--- src/rtl/warp_sched_pkg.sv ---
`timescale 1ns/1ps
package warp_sched_pkg;
   localparam int unsigned WARP_THREADS = 32;
   localparam int unsigned LANE_W       = 5;

   // index width that never collapses to zero
   function automatic int unsigned idx_w(input int unsigned n);
      return (n > 1) ? $clog2(n) : 1;
   endfunction

   typedef enum logic [1:0] {
      SLICE_ONE  = 2'd0,
      SLICE_TWO  = 2'd1,
      SLICE_FOUR = 2'd2
   } slice_mode_e;

   function automatic slice_mode_e slice_mode(input int unsigned n);
      return (n == 4) ? SLICE_FOUR : ((n == 2) ? SLICE_TWO : SLICE_ONE);
   endfunction
endpackage

--- src/rtl/warp_id_map.sv ---
`timescale 1ns/1ps
module warp_id_map
   import warp_sched_pkg::*;
#(
   parameter  int unsigned COORD_W   = 10,
   parameter  int unsigned NUM_SCHED = 2,
   localparam int unsigned LIN_W     = 3 * COORD_W,
   localparam int unsigned WARP_ID_W = LIN_W - LANE_W,
   localparam int unsigned SCH_W     = idx_w(NUM_SCHED)
) (
   input  logic [COORD_W-1:0]   tid_x,
   input  logic [COORD_W-1:0]   tid_y,
   input  logic [COORD_W-1:0]   tid_z,
   input  logic [COORD_W-1:0]   dim_x,
   input  logic [COORD_W-1:0]   dim_y,
   output logic [WARP_ID_W-1:0] warp_o,
   output logic [LANE_W-1:0]    lane_o,
   output logic [SCH_W-1:0]     sched_o,
   output logic [WARP_ID_W-1:0] slot_o
);
   logic [LIN_W-1:0] plane;
   logic [LIN_W-1:0] lin;

   always_comb begin
      plane = LIN_W'(dim_x) * LIN_W'(dim_y);
      lin   = LIN_W'(tid_x) + LIN_W'(tid_y) * LIN_W'(dim_x) + LIN_W'(tid_z) * plane;
   end

   assign warp_o = lin[LIN_W-1:LANE_W];
   assign lane_o = lin[LANE_W-1:0];

   generate
      if (slice_mode(NUM_SCHED) == SLICE_ONE) begin : g_single
         assign sched_o = '0;
         assign slot_o  = warp_o;
      end else begin : g_multi
         assign sched_o = warp_o[SCH_W-1:0];
         assign slot_o  = warp_o >> SCH_W;
      end
   endgenerate
endmodule

--- src/rtl/warp_scoreboard.sv ---
`timescale 1ns/1ps
module warp_scoreboard
   import warp_sched_pkg::*;
#(
   parameter  int unsigned NUM_REGS = 8,
   localparam int unsigned REG_W    = idx_w(NUM_REGS)
) (
   input  logic                clk,
   input  logic                rst_n,
   input  logic                set_en,
   input  logic [REG_W-1:0]    set_idx,
   input  logic                clr0_en,
   input  logic [REG_W-1:0]    clr0_idx,
   input  logic                clr1_en,
   input  logic [REG_W-1:0]    clr1_idx,
   input  logic [REG_W-1:0]    rd_a,
   input  logic [REG_W-1:0]    rd_b,
   input  logic [REG_W-1:0]    rd_d,
   output logic [NUM_REGS-1:0] busy_o,
   output logic                free_o
);
   logic [NUM_REGS-1:0] busy_q;

   always_ff @(posedge clk) begin
      if (!rst_n) begin
         busy_q <= '0;
      end else begin
         for (int r = 0; r < NUM_REGS; r++) begin
            if (set_en && (set_idx == REG_W'(r))) begin
               busy_q[r] <= 1'b1;
            end else if ((clr0_en && (clr0_idx == REG_W'(r))) ||
                         (clr1_en && (clr1_idx == REG_W'(r)))) begin
               busy_q[r] <= 1'b0;
            end
         end
      end
   end

   assign busy_o = busy_q;
   assign free_o = !busy_q[rd_a] && !busy_q[rd_b] && !busy_q[rd_d];
endmodule

--- src/rtl/warp_rr_pick.sv ---
`timescale 1ns/1ps
module warp_rr_pick
   import warp_sched_pkg::*;
#(
   parameter  int unsigned NUM_SLOTS = 4,
   localparam int unsigned SLOT_W    = idx_w(NUM_SLOTS)
) (
   input  logic                 clk,
   input  logic                 rst_n,
   input  logic [NUM_SLOTS-1:0] rdy_i,
   output logic                 vld_o,
   output logic [SLOT_W-1:0]    idx_o
);
   generate
      if (NUM_SLOTS == 1) begin : g_trivial
         assign vld_o = rdy_i[0];
         assign idx_o = '0;
      end else begin : g_rotate
         logic [SLOT_W-1:0] last_q;

         always_comb begin
            vld_o = 1'b0;
            idx_o = '0;
            for (int k = 1; k <= NUM_SLOTS; k++) begin
               if (!vld_o && rdy_i[(int'(last_q) + k) % NUM_SLOTS]) begin
                  vld_o = 1'b1;
                  idx_o = SLOT_W'((int'(last_q) + k) % NUM_SLOTS);
               end
            end
         end

         always_ff @(posedge clk) begin
            if (!rst_n) begin
               last_q <= SLOT_W'(NUM_SLOTS - 1);
            end else if (vld_o) begin
               last_q <= idx_o;
            end
         end
      end
   endgenerate
endmodule

--- src/rtl/warp_issue_sched.sv ---
`timescale 1ns/1ps
module warp_issue_sched
   import warp_sched_pkg::*;
#(
   parameter  int unsigned NUM_SCHED       = 2,
   parameter  int unsigned WARPS_PER_SCHED = 4,
   parameter  int unsigned NUM_REGS        = 8,
   parameter  int unsigned COORD_W         = 10,
   localparam int unsigned NUM_WARPS       = NUM_SCHED * WARPS_PER_SCHED,
   localparam int unsigned WID_W           = idx_w(NUM_WARPS),
   localparam int unsigned REG_W           = idx_w(NUM_REGS),
   localparam int unsigned SCH_W           = idx_w(NUM_SCHED),
   localparam int unsigned WARP_ID_W       = 3 * COORD_W - LANE_W
) (
   input  logic                          clk,
   input  logic                          rst_n,
   input  logic [COORD_W-1:0]            tid_x,
   input  logic [COORD_W-1:0]            tid_y,
   input  logic [COORD_W-1:0]            tid_z,
   input  logic [COORD_W-1:0]            dim_x,
   input  logic [COORD_W-1:0]            dim_y,
   output logic [WARP_ID_W-1:0]          map_warp,
   output logic [LANE_W-1:0]             map_lane,
   output logic [SCH_W-1:0]              map_sched,
   output logic [WARP_ID_W-1:0]          map_slot,
   input  logic [NUM_WARPS-1:0]          warp_valid,
   input  logic [NUM_WARPS-1:0]          inst_vld,
   input  logic [NUM_WARPS*REG_W-1:0]    src_a_idx,
   input  logic [NUM_WARPS*REG_W-1:0]    src_b_idx,
   input  logic [NUM_WARPS*REG_W-1:0]    dst_idx,
   input  logic                          wb_vld,
   input  logic [WID_W-1:0]              wb_warp,
   input  logic [REG_W-1:0]              wb_reg,
   input  logic                          ld_vld,
   input  logic [WID_W-1:0]              ld_warp,
   input  logic [REG_W-1:0]              ld_reg,
   output logic [NUM_SCHED-1:0]          issue_vld,
   output logic [NUM_SCHED*WID_W-1:0]    issue_warp,
   output logic [NUM_WARPS*NUM_REGS-1:0] reg_busy
);
   localparam int unsigned SLOT_W = idx_w(WARPS_PER_SCHED);

   // elaboration-time parameter checks
   generate
      if (!(NUM_SCHED == 1 || NUM_SCHED == 2 || NUM_SCHED == 4)) begin : g_bad_sched
         $error("NUM_SCHED must be 1, 2 or 4");
      end
      if (WARPS_PER_SCHED < 1) begin : g_bad_warps
         $error("WARPS_PER_SCHED must be at least 1");
      end
      if (NUM_REGS < 2 || (NUM_REGS & (NUM_REGS - 1)) != 0) begin : g_bad_regs
         $error("NUM_REGS must be a power of two of at least 2");
      end
      if (COORD_W < 2 || COORD_W > 16) begin : g_bad_coord
         $error("COORD_W must lie between 2 and 16");
      end
   endgenerate

   warp_id_map #(
      .COORD_W   (COORD_W),
      .NUM_SCHED (NUM_SCHED)
   ) map_i (
      .tid_x   (tid_x),
      .tid_y   (tid_y),
      .tid_z   (tid_z),
      .dim_x   (dim_x),
      .dim_y   (dim_y),
      .warp_o  (map_warp),
      .lane_o  (map_lane),
      .sched_o (map_sched),
      .slot_o  (map_slot)
   );

   logic [NUM_WARPS-1:0] sb_free;
   logic [NUM_WARPS-1:0] warp_rdy;
   logic [NUM_WARPS-1:0] warp_set;
   logic [NUM_SCHED-1:0] pick_vld;
   logic [SLOT_W-1:0]    pick_idx [NUM_SCHED];

   // one scoreboard per resident warp
   generate
      for (genvar g = 0; g < NUM_WARPS; g++) begin : g_warp
         localparam int unsigned OWN_SLICE = g % NUM_SCHED;
         localparam int unsigned OWN_SLOT  = g / NUM_SCHED;

         assign warp_set[g] = pick_vld[OWN_SLICE] &&
                              (pick_idx[OWN_SLICE] == SLOT_W'(OWN_SLOT));

         warp_scoreboard #(
            .NUM_REGS (NUM_REGS)
         ) sb_i (
            .clk      (clk),
            .rst_n    (rst_n),
            .set_en   (warp_set[g]),
            .set_idx  (dst_idx[g*REG_W +: REG_W]),
            .clr0_en  (wb_vld && (wb_warp == WID_W'(g))),
            .clr0_idx (wb_reg),
            .clr1_en  (ld_vld && (ld_warp == WID_W'(g))),
            .clr1_idx (ld_reg),
            .rd_a     (src_a_idx[g*REG_W +: REG_W]),
            .rd_b     (src_b_idx[g*REG_W +: REG_W]),
            .rd_d     (dst_idx[g*REG_W +: REG_W]),
            .busy_o   (reg_busy[g*NUM_REGS +: NUM_REGS]),
            .free_o   (sb_free[g])
         );

         assign warp_rdy[g] = warp_valid[g] && inst_vld[g] && sb_free[g];
      end
   endgenerate

   // one round-robin picker per scheduler slice
   generate
      for (genvar s = 0; s < NUM_SCHED; s++) begin : g_slice
         logic [WARPS_PER_SCHED-1:0] slice_rdy;

         for (genvar j = 0; j < WARPS_PER_SCHED; j++) begin : g_gather
            assign slice_rdy[j] = warp_rdy[j*NUM_SCHED + s];
         end

         warp_rr_pick #(
            .NUM_SLOTS (WARPS_PER_SCHED)
         ) rr_i (
            .clk   (clk),
            .rst_n (rst_n),
            .rdy_i (slice_rdy),
            .vld_o (pick_vld[s]),
            .idx_o (pick_idx[s])
         );

         assign issue_vld[s] = pick_vld[s];
         assign issue_warp[s*WID_W +: WID_W] =
            WID_W'(int'(pick_idx[s]) * NUM_SCHED + s);
      end
   endgenerate
endmodule

--- config.mk ---
export PLATFORM = sky130hd
export DESIGN_NAME = warp_issue_sched
export DESIGN_NICKNAME = d
export VERILOG_FILES = /design/src/rtl/warp_sched_pkg.sv /design/src/rtl/warp_id_map.sv /design/src/rtl/warp_scoreboard.sv /design/src/rtl/warp_rr_pick.sv /design/src/rtl/warp_issue_sched.sv
export SDC_FILE = /design/constraint.sdc
export NUM_CORES = 1
export LEC_CHECK = 0
export ABC_AREA = 1
export BUFFER_PORTS_ARGS = -buffer_cell sky130_fd_sc_hd__buf_2
export CAP_MARGIN = 20
export CORE_MARGIN = 3
export CORE_UTILIZATION = 30
export DETAILED_ROUTE_END_ITERATION = 10
export PLACE_DENSITY = 0.52
export SYNTH_ARGS = -nofsm -noshare
export SYNTH_HDL_FRONTEND = slang
export SYNTH_HIERARCHICAL = 1
export SYNTH_SLANG_ARGS = --single-unit
--- constraint.sdc ---
create_clock -name clk -period 21.6 [get_ports clk]
set_input_delay 0 -clock clk [delete_from_list [all_inputs] [get_ports clk]]
set_output_delay 0 -clock clk [all_outputs]
set_load 0.05 [all_outputs]
After elaboration in Yosys (flattened, before gate mapping) --
Cells that the tools add are included.
Word-level totals: output and inout port bits 128, register bits 68, word-level logic and storage cells 836, input port bits 154
Cells by class: add/subtract/negate cells 11, reduce and logical (&&, ||, !) cells 426, magnitude comparators 32, $mul 3, equality and inequality tests 90, multiplexer cells 208
Operators with widths (number):
- $logic_and A1 B1 Y1 | 254
- $mux W1 | 168
- $eq A3 B3 Y1 const B | 48
- $reduce_bool A2 Y1 | 64
- $lt A3 B4 Y1 const B | 24
- $bmux W1 S3 | 24
- $eq A3 B2 Y1 const B | 24
- $logic_or A1 B1 Y1 | 64
- $mul A10 B10 Y20 | 2
- $eq A3 B1 Y1 const B | 12
- $logic_not A3 Y1 | 12
- $add A30 B30 Y30 | 1
- $logic_not A1 Y1 | 30
- $mul A10 B20 Y30 | 1
- $lt A2 B3 Y1 const B | 8
- $add A10 B20 Y21 | 1
- $bmux W1 S2 | 8
- $mux W2 | 8
- $add A2 B1 Y2 const B | 4
- $add A2 B2 Y2 const B | 4
- $eq A2 B2 Y1 const B | 4
- $eq A2 B1 Y1 const B | 2
- $logic_not A2 Y1 | 2
- $add A3 B1 Y3 const B | 1

Longest topological paths before layout --
Gate-level depths: netlist of run 1.
depth in word-level cells 22, gate-level depth with buffers 49, gate-level depth less buffers 47

Cells and area by module --
The synthesis of run 1 kept the hierarchy.
Modules (own cells, without submodules):
- warp_id_map | times used 1, area each 14814.2 µm², cells an instance 1984, seq. area each 0.0 µm²
- warp_scoreboard | times used 8, area each 720.7 µm², cells an instance 144, seq. area each 160.2 µm²
- warp_rr_pick | times used 2, area each 351.6 µm², cells an instance 64, seq. area each 40.0 µm²
- warp_issue_sched | times used 1, area each 300.3 µm², cells an instance 78, seq. area each 0.0 µm²

Worst setup path after synthesis of run 1 --
OpenSTA, ideal clock, no wires.
kind input -> output, from input dim_y[1], to output map_warp[11], required time 21600 ps, setup slack 11777 ps, buffers on the path 2, stages on the path 37, arrival 9823 ps, cell sequence clkbuf_1 -> nand2_1 -> fa_1 -> fa_1 -> fa_1 -> fa_1 -> fa_1 -> inv_1 -> ha_1 -> nand2_1 -> inv_1 -> a21oi_1 -> nand3_2 -> xnor2_2 -> or2_1 -> fa_1 -> inv_1 -> fa_1 -> inv_1 -> fa_1 -> inv_1 -> fa_1 -> inv_1 -> fa_1 -> inv_1 -> fa_1 -> inv_1 -> fa_1 -> inv_1 -> ha_1 -> nand2_1 -> nor2_1 -> nand2_1 -> nor2_1 -> nor2_1 -> xnor2_1 -> buf_4
On the way: longest elaborated chain between the ends 3
RTL lines:
- start: declaration | line warp_issue_sched.sv:21 | input logic [COORD_W-1:0] dim_y,
- $mul A10 B10 Y20 | line warp_id_map.sv:25 | plane = LIN_W'(dim_x) * LIN_W'(dim_y);
- $mul A10 B20 Y30 | line warp_id_map.sv:26 | lin = LIN_W'(tid_x) + LIN_W'(tid_y) * LIN_W'(dim_x) + LIN_W'(tid_z) * plane;
- $add A30 B30 Y30 | line warp_id_map.sv:26
- end: declaration | line warp_issue_sched.sv:22 | output logic [WARP_ID_W-1:0] map_warp,
Every way passes these cells.

Worst setup path after layout of run 1 --
from input dim_x[5], to output map_slot[18]
On the way: longest elaborated chain between the ends 3, elaborated cells between the ends (all ways) 5, classes of those cells add/sub: 2; mul: 3
RTL lines:
- start: declaration | line warp_issue_sched.sv:20 | input logic [COORD_W-1:0] dim_x,
- $mul A10 B10 Y20 (on tied branches) | line warp_id_map.sv:25, warp_id_map.sv:26
- $mul A10 B20 Y30 / $add A10 B20 Y21 (equally long branches) | line warp_id_map.sv:26
- $add A30 B30 Y30 (*) | line warp_id_map.sv:26
- end: declaration | line warp_issue_sched.sv:25 | output logic [WARP_ID_W-1:0] map_slot,
Mark *: on every way between the ends. The rest lies on a longest branch, timed or not.

==> out/qor.csv, run 1 <==
stage,metric,value,unit
critical_path,timing.critical_path.mode_cell,fa_1,
clock_tree,tritoncts_num_sinks,68,
critical_path,timing.reg2reg.setup_slack,18570,ps
finish,layout_commonest_cell,nand2_1,
drt,routed_via_density,4.41,
floorplan,floorplan.io_pins,282,
floorplan,rows,97,
synth,syn-num-nets,4008,
timing,timing.final.setup_violations,0,
placed_design,gp_routability_congestion,0.889,
critical_path,timing.critical_path.slowest_cell_delay,580,ps
global_route,grt_antenna_before_repair,8,
critical_path,path_class,in2out,
clock_tree,clk_pin_slew_worst_paths,50,ps
timing,slew_at_the_pin_closest_to_its_max_slew_limit,893,ps
clock_tree,clock_latency,340,ps
synth,synth.avg_cell_area,6.46,um2
floorplan,coreArea,70600,um2
clock_tree,cts_hold_buffers,0,
synth,cell_area_after_technology_mapping,21600,um2
clock_tree,cts_inserted_buffers,9,
clock_tree,cts_setup_buffers,0,
clock_tree,postCtsResizedCells,0,
critical_path,timing.critical_path.from_type,input pin,
drt,route.antenna.remaining_nets,0,
drt,number_of_iterations_in_the_first_detailed_routing_pass,5,
drt,vias,19800,
floorplan,floorplan.initialDensity,30.6,%
global_route,first_global_vias,19600,
critical_path,crit_slowest_cell,fa_1,
drt,drt_iter0_drc,1020,
timing,hold_viol_final,0,
floorplan,die_width,274,um
timing,final_worst_clock_skew,6.68,ps
global_route,overflow,0,
critical_path,timing.critical_path.fanout_max,20,
timing,final_worst_path_cycle_share,45.8,%
synth,netlist-cell-type-count,39,
finish,nNetsFinal,4211,
critical_path,end_kind,primary output,
hold_path,classification_of_the_worst_slack_hold_path,in2reg,
finish,area.growth.synth_to_final,11.2,%
flow_run,drv_cap,0,
placed_design,dpl.hpwl,55.5,mm
timing,tns,0,ps
clock_tree,cts.htree.levels,3,
synth,seq_area_frac_synth,6.31,%
global_route,first_pass_grt_wire_length,105,mm
finish,final_layout_size_suffix_gt1_share,10.2,%
global_route,maximum_number_of_pins_on_one_net_before_global_route_repair,41,
synth,synthesis_warning_total,6,
outcome,outcome,"finished, final reports clean",
finish,most-common-layout-cells,"nand2_1 (999), inv_1 (836), fa_1 (314)",
floorplan,chipHeight,274,um
drt,drc_errors,0,
global_route,grt.total_usage,17.2,%
timing,relSlewSlack,40.0,%
clock_tree,cts.path.max_buffers,2,
placed_design,portbufs,278,
critical_path,worst-endpoint-arrival,9900,ps
synth,syn_inst,3342,
timing,slew_viol_final,0,
timing,rsz0062_at_grt,false,
floorplan,die_footprint,75200,um2
drt,wirelength,64.5,mm
clock_tree,clk_root_buffer_cell,clkbuf_16,
timing,max_freq,0.101,GHz
synth,ys_ff_latch,68,
critical_path,cp_data_required_time,21600,ps
timing,final_period_minus_worst_setup_slack,9900,ps
drt,avgRoutedWirePerCell,14.3,um
clock_tree,cts_tree,yes,
[through the flow]
step	utilization, %	cells	cell area, um2	setup WS (ps)	hold slack (ps)
final	34.0	4497	24000	11700	17.0
after global routing	34.0	4497	24000	11080	37.9
after CTS	34.0	4490	24000	11680	8.89
after detailed placement	33.6	4474	23700	11720	370
after global placement	33.6	4474	23700	11690	373
after floorplan	-	3342	21600	11780	84.2
[path summary, 6_finish.rpt]
path                                         start                               endpoint  cells after the start
max reg2reg  g_warp[0].sb_i/busy_o[6]$_SDFFE_PN0P_  g_warp[2].sb_i/busy_o[1]$_SDFFE_PN0P_                     20
min reg2reg  g_warp[6].sb_i/busy_o[4]$_SDFFE_PN0P_  g_warp[6].sb_i/busy_o[4]$_SDFFE_PN0P_                      2
max                                       dim_x[5]                           map_slot[18]                     39
min                                    dst_idx[11]  g_warp[3].sb_i/busy_o[0]$_SDFFE_PN0P_                      4
[registers in the layout, summed over array words and instances (netlist names)]
signal,flops
g_slice.rr_i/g_rotate.last_q,4
g_warp.sb_i/busy_o,64
[metal layers]
layer	vias to the layer above	share of wire (%)	track usage, %
li1	10200	-	-
met1	9248	47	24.1
met2	376	48	29.4
met3	33	3.9	1.64
met4	0	0.85	2.37
met5	-	0	0
[Yosys cell counts]
master / count / area, um2
nand3b_2: 2 / 22.5
clkbuf_1: 49 / 184
ha_1: 198 / 2480
nand3b_1: 16 / 120
conb_1: 3 / 11.3
nor3_1: 4 / 20.0
o21ai_2: 1 / 8.76
buf_1: 7 / 26.3
o21a_1: 1 / 7.51
or2_1: 3 / 18.8
buf_6: 2 / 22.5
xor2_1: 17 / 149
or2_2: 2 / 12.5
nor2_2: 8 / 50.1
clkinv_1: 5 / 18.8
inv_4: 2 / 12.5
xnor2_2: 2 / 32.5
dfxtp_1: 68 / 1360
a21o_1: 1 / 7.51
xnor2_1: 7 / 61.3
xor2_2: 1 / 16.3
nand3_1: 245 / 1230
nand2_1: 999 / 3750
and2_1: 3 / 18.8
o21ai_0: 29 / 145
o21ai_1: 2 / 10.0
nor2_1: 300 / 1130
nor2_4: 2 / 22.5
nand3_2: 1 / 10.0
inv_1: 836 / 3140
a21oi_1: 110 / 551
inv_2: 14 / 52.6
nand4_1: 10 / 62.6
o21bai_1: 7 / 52.6
o211ai_1: 8 / 60.1
buf_4: 28 / 210
nand2_2: 33 / 206
fa_1: 314 / 6290
a21boi_1: 2 / 15.0
[worst max-delay path: cells and delay by family]
family	cells	cell delay (ps)
AOI/OAI and AO/OA	1	160
and+or+nand+nor	12	1730
adders and majority gates	14	6690
buffers and inverters	11	1070
xor gates and xnor gates	1	260
[cell type report]
class                   instances  area, um2
multi-input cells            2331      16600
fillers                      7932      46600
clock inverters                 6       38.8
diodes                          7       17.5
clock buffers                  10        239
well taps                     940       1180
inverters                     857       3220
flip-flops and latches         68       1360
repair buffers                278       1390
[cells by family (layout without fill, tap and decap cells)]
| family | after synthesis | after routing | share of synthesized area [%] |
|---|---|---|---|
| adder cells (fa/ha/maj) | 512 | 512 | 40.6 |
| flip-flops | 68 | 68 | 6.31 |
| buffers and inverters | 943 | 1151 | 17.0 |
| AND/OR/NAND/NOR | 1628 | 1628 | 30.9 |
| AO/OA/AOI/OAI | 161 | 161 | 3.97 |
| XOR/XNOR | 27 | 27 | 1.20 |
| other | 3 | 10 | 0.0522 |
Power of run 1 is left out: the tool's default activity adds up to more than one toggle a clock period on the data nets, which glitch-free logic cannot reach.
==> inputs of run 2 (changes only) <==
Clock period 21.6 ns to 10.15 ns, I/O delays scaled along.
==> run 2 against run 1 <==
Against the previous run: count of clock-buffer cells in the layout decreased by 1; wire length grew 0.96%; first-iteration DRC count is 4.3% higher; clock skew rose by 3.8 ps.
==> out/qor.csv, run 2 (same netlist as run 1, synthesis figures left out) <==
stage,metric,value,unit
critical_path,timing.critical_path.slowest_cell_delay,600,ps
hold_path,classification_of_the_worst_slack_hold_path,in2reg,
global_route,grt_antenna_before_repair,12,
placed_design,gp_routability_congestion,0.884,
timing,timing.final.setup_violations,0,
clock_tree,clock_latency,350,ps
drt,number_of_iterations_in_the_first_detailed_routing_pass,6,
global_route,grt_use_met3,1.88,%
critical_path,timing.reg2reg.setup_slack,7090,ps
timing,relSlewSlack,42.6,%
drt,avgRoutedWirePerCell,14.4,um
drt,vias,20100,
drt,route.antenna.remaining_nets,0,
critical_path,path_class,in2out,
clock_tree,cts_setup_buffers,0,
critical_path,cp_data_required_time,10150,ps
timing,final_worst_path_cycle_share,95.3,%
critical_path,worst-endpoint-arrival,9670,ps
global_route,maximum_number_of_pins_on_one_net_before_global_route_repair,41,
drt,wirelength,65.1,mm
clock_tree,clk_root_buffer_cell,clkbuf_16,
timing,slew_viol_final,0,
flow_run,drv_cap,0,
floorplan,coreArea,70600,um2
outcome,outcome,"finished, final reports clean",
critical_path,timing.critical_path.fanout_max,20,
placed_design,portbufs,278,
timing,final_worst_clock_skew,10.5,ps
clock_tree,cts_tree,yes,
critical_path,timing.critical_path.from_type,input pin,
floorplan,die_width,274,um
finish,final_layout_size_suffix_gt1_share,10.6,%
critical_path,timing.critical_path.mode_cell,fa_1,
floorplan,chipHeight,274,um
critical_path,end_kind,primary output,
global_route,first_pass_grt_wire_length,106,mm
global_route,grt.total_usage,17.3,%
global_route,overflow,0,
global_route,grt_max_usage_layer,met2,
timing,slew_at_the_pin_closest_to_its_max_slew_limit,861,ps
drt,routed_via_density,4.44,
clock_tree,cts.path.max_buffers,2,
finish,area.growth.synth_to_final,12.2,%
global_route,groute.layer.met2.usage,29.2,%
global_route,global_route_met1_usage,24.1,%
finish,nNetsFinal,4225,
finish,layout_commonest_cell,nand2_1,
floorplan,floorplan.initialDensity,30.6,%
floorplan,die_footprint,75200,um2
placed_design,dpl.hpwl,56.1,mm
finish,stdcell_count,4514,
floorplan,floorplan.io_pins,282,
finish,largest_reg_flops,64,
clock_tree,clk_pin_slew_worst_paths,70,ps
finish,final_layout_fill_cell_count,7865,
timing,hold_viol_final,0,
drt,drc_errors,0,
global_route,first_global_vias,19800,
clock_tree,cts.htree.levels,3,
clock_tree,cts_inserted_buffers,9,
drt,drt_iter0_drc,1064,
timing,max_freq,0.103,GHz
clock_tree,tritoncts_num_sinks,68,
placed_design,place.detailed.instances,4487,
timing,hold_ws,18.8,ps
floorplan,rows,97,
timing,final_period_minus_worst_setup_slack,9670,ps
critical_path,crit_slowest_cell,fa_1,
finish,most-common-layout-cells,"nand2_1 (999), inv_1 (836), fa_1 (314)",
==> run 2: cell count changes in the layout (fill, tap and decap cells not counted), moves of 2 or more <==
| cell | delta |
|---|---|
| buf_4 | +13 |
| bufinv_16 | +2 |
| clkinv_2 | -2 |
| nor2_1 | -4 |
| diode_2 | +3 |
| nor2_2 | +4 |
| buf_2 | -8 |
| clkbuf_4 | +8 |
==> run 2: area by class of cell <==
cell class,count,area [um2],area share [%]
Multi-Input combinational cell,2331,16600,68.5
Inverter,857,3220,13.3
Timing Repair Buffer,292,1520,6.28
Sequential cell,68,1360,5.62
Tap cell,940,1180,4.86
Clock buffer,9,225,0.930
Clock inverter,7,98.8,0.408
Antenna cell,10,25.0,0.103
==> run 2: path summary, 6_finish.rpt <==
| check | startpoint | end | depth (start not counted) |
|---|---|---|---|
| setup / recovery | dim_x[3] | map_slot[16] | 37 |
| hold / removal | dst_idx[14] | g_warp[4].sb_i/busy_o[1]$_SDFFE_PN0P_ | 4 |
| setup reg to reg | g_warp[0].sb_i/busy_o[7]$_SDFFE_PN0P_ | g_warp[6].sb_i/busy_o[1]$_SDFFE_PN0P_ | 22 |
| hold reg to reg | g_warp[6].sb_i/busy_o[3]$_SDFFE_PN0P_ | g_warp[6].sb_i/busy_o[3]$_SDFFE_PN0P_ | 2 |
==> run 2: metal layers <==
layer | vias up | routed length, um
met1 | 9378 | 30600
met4 | 2 | 784
met5 | - | 13
met2 | 408 | 31000
li1 | 10200 | -
met3 | 39 | 2720
==> run 2: what timing repair did <==
item                                   in CTS  in global routing
hold buffers                                1                  0
gates resized for setup                     0                 13
setup endpoints to repair                   0                 28
endpoints found under the hold margin       1                  0
==> run 2: stage by stage <==
stage	utilization [%]	setup WS, ps	TNS [ps]	instance area [um2]
5_1_grt	34.3	-0.769	-0.769	24200
3_5_place_dp	33.7	383	0	23800
2_1_floorplan	-	327	0	21600
3_3_place_gp	33.7	405	0	23800
6_report	34.3	482	0	24200
4_1_cts	34.2	316	0	24100
==> run 2: worst max-delay path: cells and delay by family <==
kind | cells | cell delay, ps
AO/OA/AOI/OAI | 2 | 340
AND/OR/NAND/NOR | 13 | 1630
buffers and inverters | 8 | 880
adder cells (fa/ha/maj) | 14 | 6850
Power of run 2 is left out for the same reason.
